--- src/rtl/uart_mpx.sv ---
module uart_mpx #(
  parameter int DIV_W = 16
) (
  input  logic             clk,
  input  logic             rst_n,
  input  logic [DIV_W-1:0] baud_div,
  input  logic [1:0]       reg_addr,
  input  logic             reg_wr,
  input  logic             reg_rd,
  input  logic [7:0]       reg_wdata,
  output logic [7:0]       reg_rdata,
  input  logic             rx_in,
  input  logic             cts_n,
  output logic             tx_out
);

  logic [DIV_W-1:0] div_cnt;
  logic tick;
  assign tick = (div_cnt == '0);

  always_ff @(posedge clk) begin
    if (!rst_n)    div_cnt <= '0;
    else if (tick) div_cnt <= (baud_div == '0) ? '0 : baud_div - 1'b1;
    else           div_cnt <= div_cnt - 1'b1;
  end

  logic [3:0] ctrl_q;
  logic [2:0] cfg_q;
  logic en_any, extra, mp_mode;
  assign en_any  = ctrl_q[0] | ctrl_q[1];
  assign mp_mode = cfg_q[2];
  assign extra   = cfg_q[2] | cfg_q[0];

  always_ff @(posedge clk) begin
    if (!rst_n) begin
      ctrl_q <= '0;
      cfg_q  <= '0;
    end else if (reg_wr) begin
      if (reg_addr == 2'd2) ctrl_q <= reg_wdata[3:0];
      if (reg_addr == 2'd3 && !en_any) cfg_q <= reg_wdata[2:0];
    end
  end

  // transmitter
  logic        tx_pend, tx_act, tx_go, tx_load, tx_xbit;
  logic [7:0]  tx_hold;
  logic [10:0] tx_sh;
  logic [3:0]  tx_sub, tx_idx, tx_last;

  assign tx_go   = ctrl_q[0] && (!ctrl_q[2] || !cts_n);
  assign tx_load = tx_pend && !tx_act && tx_go;
  assign tx_xbit = mp_mode ? ctrl_q[3] : (^tx_hold ^ cfg_q[1]);
  assign tx_last = extra ? 4'd10 : 4'd9;
  assign tx_out  = tx_act ? tx_sh[0] : 1'b1;

  always_ff @(posedge clk) begin
    if (!rst_n) begin
      tx_pend <= 1'b0;
      tx_hold <= '0;
      tx_act  <= 1'b0;
      tx_sh   <= '1;
      tx_sub  <= '0;
      tx_idx  <= '0;
    end else begin
      if (reg_wr && reg_addr == 2'd0 && !tx_pend) begin
        tx_pend <= 1'b1;
        tx_hold <= reg_wdata;
      end
      if (tx_load) begin
        tx_pend <= 1'b0;
        tx_act  <= 1'b1;
        tx_sh   <= extra ? {1'b1, tx_xbit, tx_hold, 1'b0} : {2'b11, tx_hold, 1'b0};
        tx_sub  <= '0;
        tx_idx  <= '0;
      end else if (tx_act && tick) begin
        tx_sub <= tx_sub + 1'b1;
        if (tx_sub == 4'd15) begin
          tx_sh  <= {1'b1, tx_sh[10:1]};
          tx_idx <= tx_idx + 1'b1;
          if (tx_idx == tx_last) tx_act <= 1'b0;
        end
      end
    end
  end

  // receiver
  typedef enum logic [1:0] {R_IDLE, R_START, R_BITS} rx_state_t;
  rx_state_t  rx_st;
  logic [1:0] rx_sync;
  logic       rxs, rx_x, rx_done, rd_data, par_bad;
  logic [3:0] rx_sub, rx_idx, rx_last;
  logic [7:0] rx_sh, rx_data;
  logic       rx_ready, newfrm, mpbit, perr, ferr, ovr, addr_seen;

  assign rxs     = rx_sync[1];
  assign rx_last = extra ? 4'd9 : 4'd8;
  assign rx_done = (rx_st == R_BITS) && tick && (rx_sub == 4'd15) && (rx_idx == rx_last);
  assign rd_data = reg_rd && (reg_addr == 2'd0);
  assign par_bad = cfg_q[0] && !mp_mode && (rx_x != (^rx_sh ^ cfg_q[1]));

  always_ff @(posedge clk) begin
    if (!rst_n) begin
      rx_sync <= 2'b11;
      rx_st   <= R_IDLE;
      rx_sub  <= '0;
      rx_idx  <= '0;
      rx_sh   <= '0;
      rx_x    <= 1'b0;
    end else begin
      rx_sync <= {rx_sync[0], rx_in};
      if (!ctrl_q[1]) rx_st <= R_IDLE;
      else if (tick) begin
        case (rx_st)
          R_IDLE: if (!rxs) begin
            rx_st  <= R_START;
            rx_sub <= '0;
          end
          R_START: begin
            rx_sub <= rx_sub + 1'b1;
            if (rx_sub == 4'd7) begin
              rx_sub <= '0;
              rx_idx <= '0;
              rx_st  <= rxs ? R_IDLE : R_BITS;
            end
          end
          R_BITS: begin
            rx_sub <= rx_sub + 1'b1;
            if (rx_sub == 4'd15) begin
              if (rx_idx < 4'd8)   rx_sh <= {rxs, rx_sh[7:1]};
              else if (extra && rx_idx == 4'd8) rx_x <= rxs;
              rx_idx <= rx_idx + 1'b1;
              if (rx_idx == rx_last) rx_st <= R_IDLE;
            end
          end
          default: rx_st <= R_IDLE;
        endcase
      end
    end
  end

  always_ff @(posedge clk) begin
    if (!rst_n) begin
      rx_data <= '0;
      {rx_ready, newfrm, mpbit, perr, ferr, ovr, addr_seen} <= '0;
    end else begin
      if (rd_data) {rx_ready, newfrm, mpbit, perr, ferr, ovr} <= '0;
      if (rx_done) begin
        rx_data  <= rx_sh;
        rx_ready <= 1'b1;
        ovr      <= (ovr || rx_ready) && !rd_data;
        ferr     <= !rxs;
        perr     <= par_bad;
        mpbit    <= mp_mode && rx_x;
        if (mp_mode && rx_x) begin
          addr_seen <= 1'b1;
          newfrm    <= 1'b0;
        end else if (mp_mode) begin
          newfrm    <= addr_seen;
          addr_seen <= 1'b0;
        end else begin
          newfrm    <= 1'b0;
        end
      end
    end
  end

  always_comb begin
    case (reg_addr)
      2'd0:    reg_rdata = rx_data;
      2'd1:    reg_rdata = {1'b0, tx_pend | tx_act, ovr, ferr, perr, mpbit, newfrm, rx_ready};
      2'd2:    reg_rdata = {4'b0, ctrl_q};
      default: reg_rdata = {5'b0, cfg_q};
    endcase
  end

endmodule

--- config.mk ---
export PLATFORM = sky130hd
export DESIGN_NAME = uart_mpx
export DESIGN_NICKNAME = d
export VERILOG_FILES = /design/src/rtl/uart_mpx.sv
export SDC_FILE = /design/constraint.sdc
export NUM_CORES = 1
export LEC_CHECK = 0
export BUFFER_PORTS_ARGS = -buffer_cell sky130_fd_sc_hd__buf_2
export CORE_MARGIN = 5
export CORE_UTILIZATION = 30
export CTS_CLUSTER_SIZE = 16
export DETAILED_ROUTE_END_ITERATION = 8
export GPL_TIMING_DRIVEN = 0
export HOLD_SLACK_MARGIN = 0.03
export PLACE_DENSITY = 0.44
export SLEW_MARGIN = 10
export SYNTH_ARGS = -nofsm -noshare
export SYNTH_HDL_FRONTEND = slang
export SYNTH_SLANG_ARGS = --single-unit
--- constraint.sdc ---
create_clock -name clk -period 2.6 [get_ports clk]
set_input_delay 0.26 -clock clk [delete_from_list [all_inputs] [get_ports clk]]
set_output_delay 0.26 -clock clk [all_outputs]
set_load 0.005 [all_outputs]
[Word level (Yosys, flattened, before mapping)]
Cells that the tools add are included.
Cells by class
  add/subtract/negate cells: 6
  $lt $le $gt $ge: 1
  equal/unequal tests: 16
  mux-type cells: 38
  bitwise operators: 7
  reductions and logical operators: 52
Operators with widths (number)
  $mux W11: 3
  $logic_not A16 Y1: 2
  $mux W16: 2
  $sub A16 B1 Y16 const B: 2
  $pmux W8 S3: 1
  $mux W1: 18
  $add A4 B1 Y4 const B: 4
  $logic_and A1 B1 Y1: 16
  $mux W4: 4
  $reduce_xor A8 Y1: 2
  $reduce_and A5 Y1: 3
  $eq A4 B4 Y1 const B: 3
  $mux W2: 6
  $pmux W4 S3: 1
  $reduce_and A2 Y1: 6
  $reduce_bool A2 Y1: 6
  $mux W10: 1
  $eq A4 B4 Y1: 2
  $logic_not A1 Y1: 8
  $pmux W4 S2: 1
  $eq A2 B2 Y1 const B: 3
  $pmux W2 S3: 1
  $reduce_and A6 Y1: 1
  $eq A2 B1 Y1 const B: 2
  14 further kinds: 22
Storage, ports and cells
  register bits: 88
  input bits: 32
  output and inout bits: 9
  logic and storage cells: 143

[Logic depth before layout (Yosys ltp)]
  word-level depth: 7
  depth in mapped cells: 9
  depth with buffers taken out: 7

[Least setup slack after synthesis]
No wires, ideal clock.
  path type: register -> register
  from: reg div_cnt[0]
  to: reg rx_idx[3]
  arrival time: 2.191 ns
  slack: 0.339 ns
  stages on the path, launching flop included: 9
  buffers on the path: 1
  clock period less this slack: 2.261 ns
  cell sequence: dfxtp_1 -> inv_1 -> ha_1 -> nor4b_1 -> and4_1 -> buf_6 -> nand4_4 -> or4_1 -> a21boi_1
Between the ends
  longest elaborated chain between the ends: 2
Ends and longest elaborated chain
  start: declaration: RTL line 17  | logic [DIV_W-1:0] div_cnt;
  start signal: assignment: RTL line 23  | else if (tick) div_cnt <= (baud_div == '0) ? '0 : baud_div - 1'b1;
  start signal: assignment: RTL line 24  | else div_cnt <= div_cnt - 1'b1;
  $logic_not A16 Y1: RTL line 19  | assign tick = (div_cnt == '0);
  $reduce_and A5 Y1 (no line)
  end signal: assignment: RTL line 131  | rx_idx <= rx_idx + 1'b1;
  end: declaration: RTL line 91  | logic [3:0] rx_sub, rx_idx, rx_last;
Every way passes these cells.
A chain may end at the register's enable or synchronous reset.

[Final worst setup path]
  from: reg div_cnt[1]
  to: reg rx_sub[2]
Between the ends
  longest elaborated chain between the ends: 2
Ends and longest elaborated chain
  $logic_not A16 Y1: RTL line 19
  $reduce_and A4 Y1 (no line)
  end signal: assignment: RTL line 119  | rx_sub <= rx_sub + 1'b1;
  end signal: assignment: RTL line 127  | rx_sub <= rx_sub + 1'b1;
  end: declaration: RTL line 91
Every way passes these cells.

==> impl_metrics.csv <==
group,metric,value,unit
status,status,"finished, final reports clean",
synth,ys_seq_elements,87,
synth,yosysSeqAreaShare,36.76,%
place,dpl-instance-area,5194,um2
worst_setup_path,worstSetupStartpoint,"div_cnt[1]$_SDFF_PN0_",
timing,drv_slew,0,
synth,synth_fa_ha_area_share,2.905,%
timing,fin_crit_sh,94.78,%
routing,dr.first_iter.drc_count,163,
worst_hold_path,hold_path.class,"primary input to flop",
worst_setup_path,crit_fanout,8,
timing,rsz0062_at_grt,"no",
floorplan,die_h,135.7,um
synth,synth_top_family_by_area,"simple AND/OR/NAND/NOR gates",
timing,min_period,2.464,ns
global_route,grt_max_degree,14,
cells_and_area,area_growth,17.45,%
cells_and_area,num-fill-cells,1648,
clock_tree,cts-htree-levels,3,
cells_and_area,final_area,5565,um2
worst_setup_path,reg2regPathDepth,8,
floorplan,die_w,135.7,um
power_and_ir_drop,power.density,729.0,nW/um2
clock_tree,cts_tree,"done",
cells_and_area,antenna_cells,0,
cells_and_area,multi_input_area,2897,um2
routing,drc_errors,0,
clock_tree,insertion_delay,0.35,ns
synth,synth_area_leader_cell,"dfxtp_1",
worst_setup_path,rrSetupSlack,0.14,ns
synth,synth_area,4738,um2
synth,synth_cell_type_count,59,
floorplan,core_area,15710,um2
clock_tree,clock_sinks,87,
cells_and_area,utilization,35.42,%
floorplan,die_area,18410,um2
timing,fmax,405.8,MHz
timing,setup_viol,0,
worst_setup_path,cp.arrival,2.75,ns
power_and_ir_drop,p_total,4.057,mW
clock_tree,cts_root_buffer,"clkbuf_16",
worst_setup_path,r2r-end,"rx_sub[2]$_SDFFE_PN0P_",
synth,synthTopCellsByArea,"dfxtp_1 37%, mux2i_1 6.1%, nand2_1 5.7%, a21boi_0 4.4%, xnor2_1 3.1%",
global_route,antenna_found_initial,0,
worst_setup_path,path_class,"flop to flop",
synth,synthCells,549,
synth,yosys.area_share.simple,25.38,%
power_and_ir_drop,p_leak,2.060,nW
place,dp_hpwl,9.277,mm
routing,ant_nets,0,
timing,finalClockSkew,0.006035,ns
routing,drt_pre_antenna_iters,5,
place,pre_cts_ws,-0.3633,ns
place,io_buffers,37,
worst_setup_path,worstSetupStartpointType,"flop",
floorplan,ios,41,
synth,synth_nets,592,
timing,tns,0,ns
timing,holdWs,0.1272,ns
synth,async_flop_share,0,%
floorplan,rows,46,
synth,post_synth.cell_area_avg,8.631,um2
timing,layout_setup_ws,0.1356,ns
global_route,grt-ovfl-total,0,
cells_and_area,drive_gt1_share,14.78,%
synth,synth_most_common_cell,"dfxtp_1",
run,drv_cap,0,
clock_tree,cts.reportedPaths.clkPinSlew,0.07,ns
timing,max_slew_margin,26.61,%
worst_setup_path,r2r_start,"div_cnt[1]$_SDFF_PN0_",
routing,wl_per_cell,15.18,um
timing,hold_viol,0,
synth,synthTopCellsByCount,"87 x dfxtp_1, 72 x nand2_1, 33 x nor2_1",
synth,synthMuxAreaShare,8.978,%
worst_setup_path,crit_required,2.88,ns
synth,synth_xor_area_share,6.575,%
synth,synth-compound-area-share,15.66,%
timing,tightest_slew,1.091,ns
place,numPlacedInstances,802,
synth,ys.warnings.count,0,
worst_setup_path,worstSetupEndpoint,"rx_sub[2]$_SDFFE_PN0P_",
power_and_ir_drop,peakVddDrop,0.0003199,V
synth,netlist.area_leader.share,36.76,%
cells_and_area,fin_cells,818,
global_route,grt_pass1_wl,19.97,mm
routing,totalWireLength,12.42,mm
routing,dr_total_vias,4019,
routing,via_per_inst,4.913,
synth,synthFlopType,"dfxtp_1",
synth,synth_edf_count,0,
place,finalWeightedCongestion,0.8058,
global_route,grt_usage,13.86,%
clock_tree,clk_path_buf_depth,2,
clock_tree,cts_made_buffers,9,
worst_setup_path,critPathCaptureType,"flop",
cells_and_area,fin_nets,640,
global_route,grt_pass1_vias,3848,
cells_and_area,seq_area,1742,um2
floorplan,initial_core_util,30.16,%
-- layout by cell type, fill, tap and decap left out, drive strengths merged, types with 6 or more instances in the layout --
| cell type | n |
|---|---|
| dfxtp | 87 |
| nand2 | 72 |
| buf | 47 |
| nor2 | 33 |
| a21boi | 30 |
| mux2i | 29 |
| clkbuf | 29 |
| a21oi | 22 |
| o21ai | 19 |
| nand3 | 18 |
| xnor2 | 17 |
| inv | 17 |
| xor2 | 16 |
| and2 | 13 |
| nor3 | 11 |
| ha | 11 |
| or3 | 9 |
| nor3b | 9 |
| nand4 | 9 |
| nor2b | 8 |
| o22ai | 8 |
| o21a | 8 |
| or4 | 8 |
| nor4 | 8 |
| mux2 | 6 |
-- layer usage --
metal / vias up / GRT usage [%] / routed length (um)
met5: - / 0 / 0
met4: 0 / 4.703 / 197
met3: 12 / 3.195 / 443
met2: 55 / 22.70 / 5904
met1: 1900 / 17.98 / 5872
li1: 2052 / - / -
-- critical path: stages, from the launching register on --
cell      delay [ns]
dfxtp_1         0.35
inv_1           0.12
ha_4            0.17
or4b_4          0.51
nor4_4          0.26
buf_6           0.19
nand4_4         0.16
or4_1           0.50
a21boi_1        0.15
-- power breakdown --
part | switching, mW | total (mW) | internal [mW] | leakage, nW
Combinational | 0.669 | 1.24 | 0.570 | 1.22
Sequential | 0.142 | 1.58 | 1.44 | 0.706
Clock | 0.543 | 1.24 | 0.698 | 0.136
-- state kept, by name (all words and copies together), names as in the netlist, 2 cells and up --
register	cells
rx_sync	2
ctrl_q	4
div_cnt	16
tx_hold	8
rx_st	2
rx_data	8
rx_sh	8
cfg_q	3
rx_sub	4
tx_sh	10
tx_sub	4
tx_idx	4
rx_idx	4
-- worst min-delay path by stage --
stage                     startpoint               endpoint  slack, ns  depth (start not counted)
2_1_floorplan                  rx_in  rx_sync[0]$_SDFF_PN1_       0.36                          1
3_3_place_gp   rx_sync[0]$_SDFF_PN1_  rx_sync[1]$_SDFF_PN1_       0.40                          1
3_5_place_dp   rx_sync[0]$_SDFF_PN1_  rx_sync[1]$_SDFF_PN1_       0.42                          1
4_1_cts                        rx_in  rx_sync[0]$_SDFF_PN1_       0.12                          2
5_1_grt                        rx_in  rx_sync[0]$_SDFF_PN1_       0.13                          2
6_report                       rx_in  rx_sync[0]$_SDFF_PN1_       0.13                          2
-- repair_timing --
item / in CTS / in global routing
pin swaps: 1 / 1
cloned: 0 / 0
setup buffers: 1 / 0
endpoints found under the setup margin: 36 / 39
resized for setup: 9 / 13
hold endpoints to repair: 0 / 0
hold buffers: 0 / 0
-- logic make-up after synthesis --
group,Yosys count
DFF,87
adders and majority gates,11
xor gates and xnor gates,34
AOI/OAI and AO/OA,112
buffers and inverters,43
and+or+nand+nor,224
muxes,38
-- cell type report --
type | count | area share [%]
tap | 216 | 4.856
inverter | 17 | 1.147
timing repair buffer | 38 | 3.530
clock inverter | 3 | 0.3147
sequential | 87 | 31.29
buffer | 25 | 2.136
multi-input combinational | 419 | 52.05
clock buffer | 13 | 4.676
Note: power is estimated with default switching activity, not from simulation.
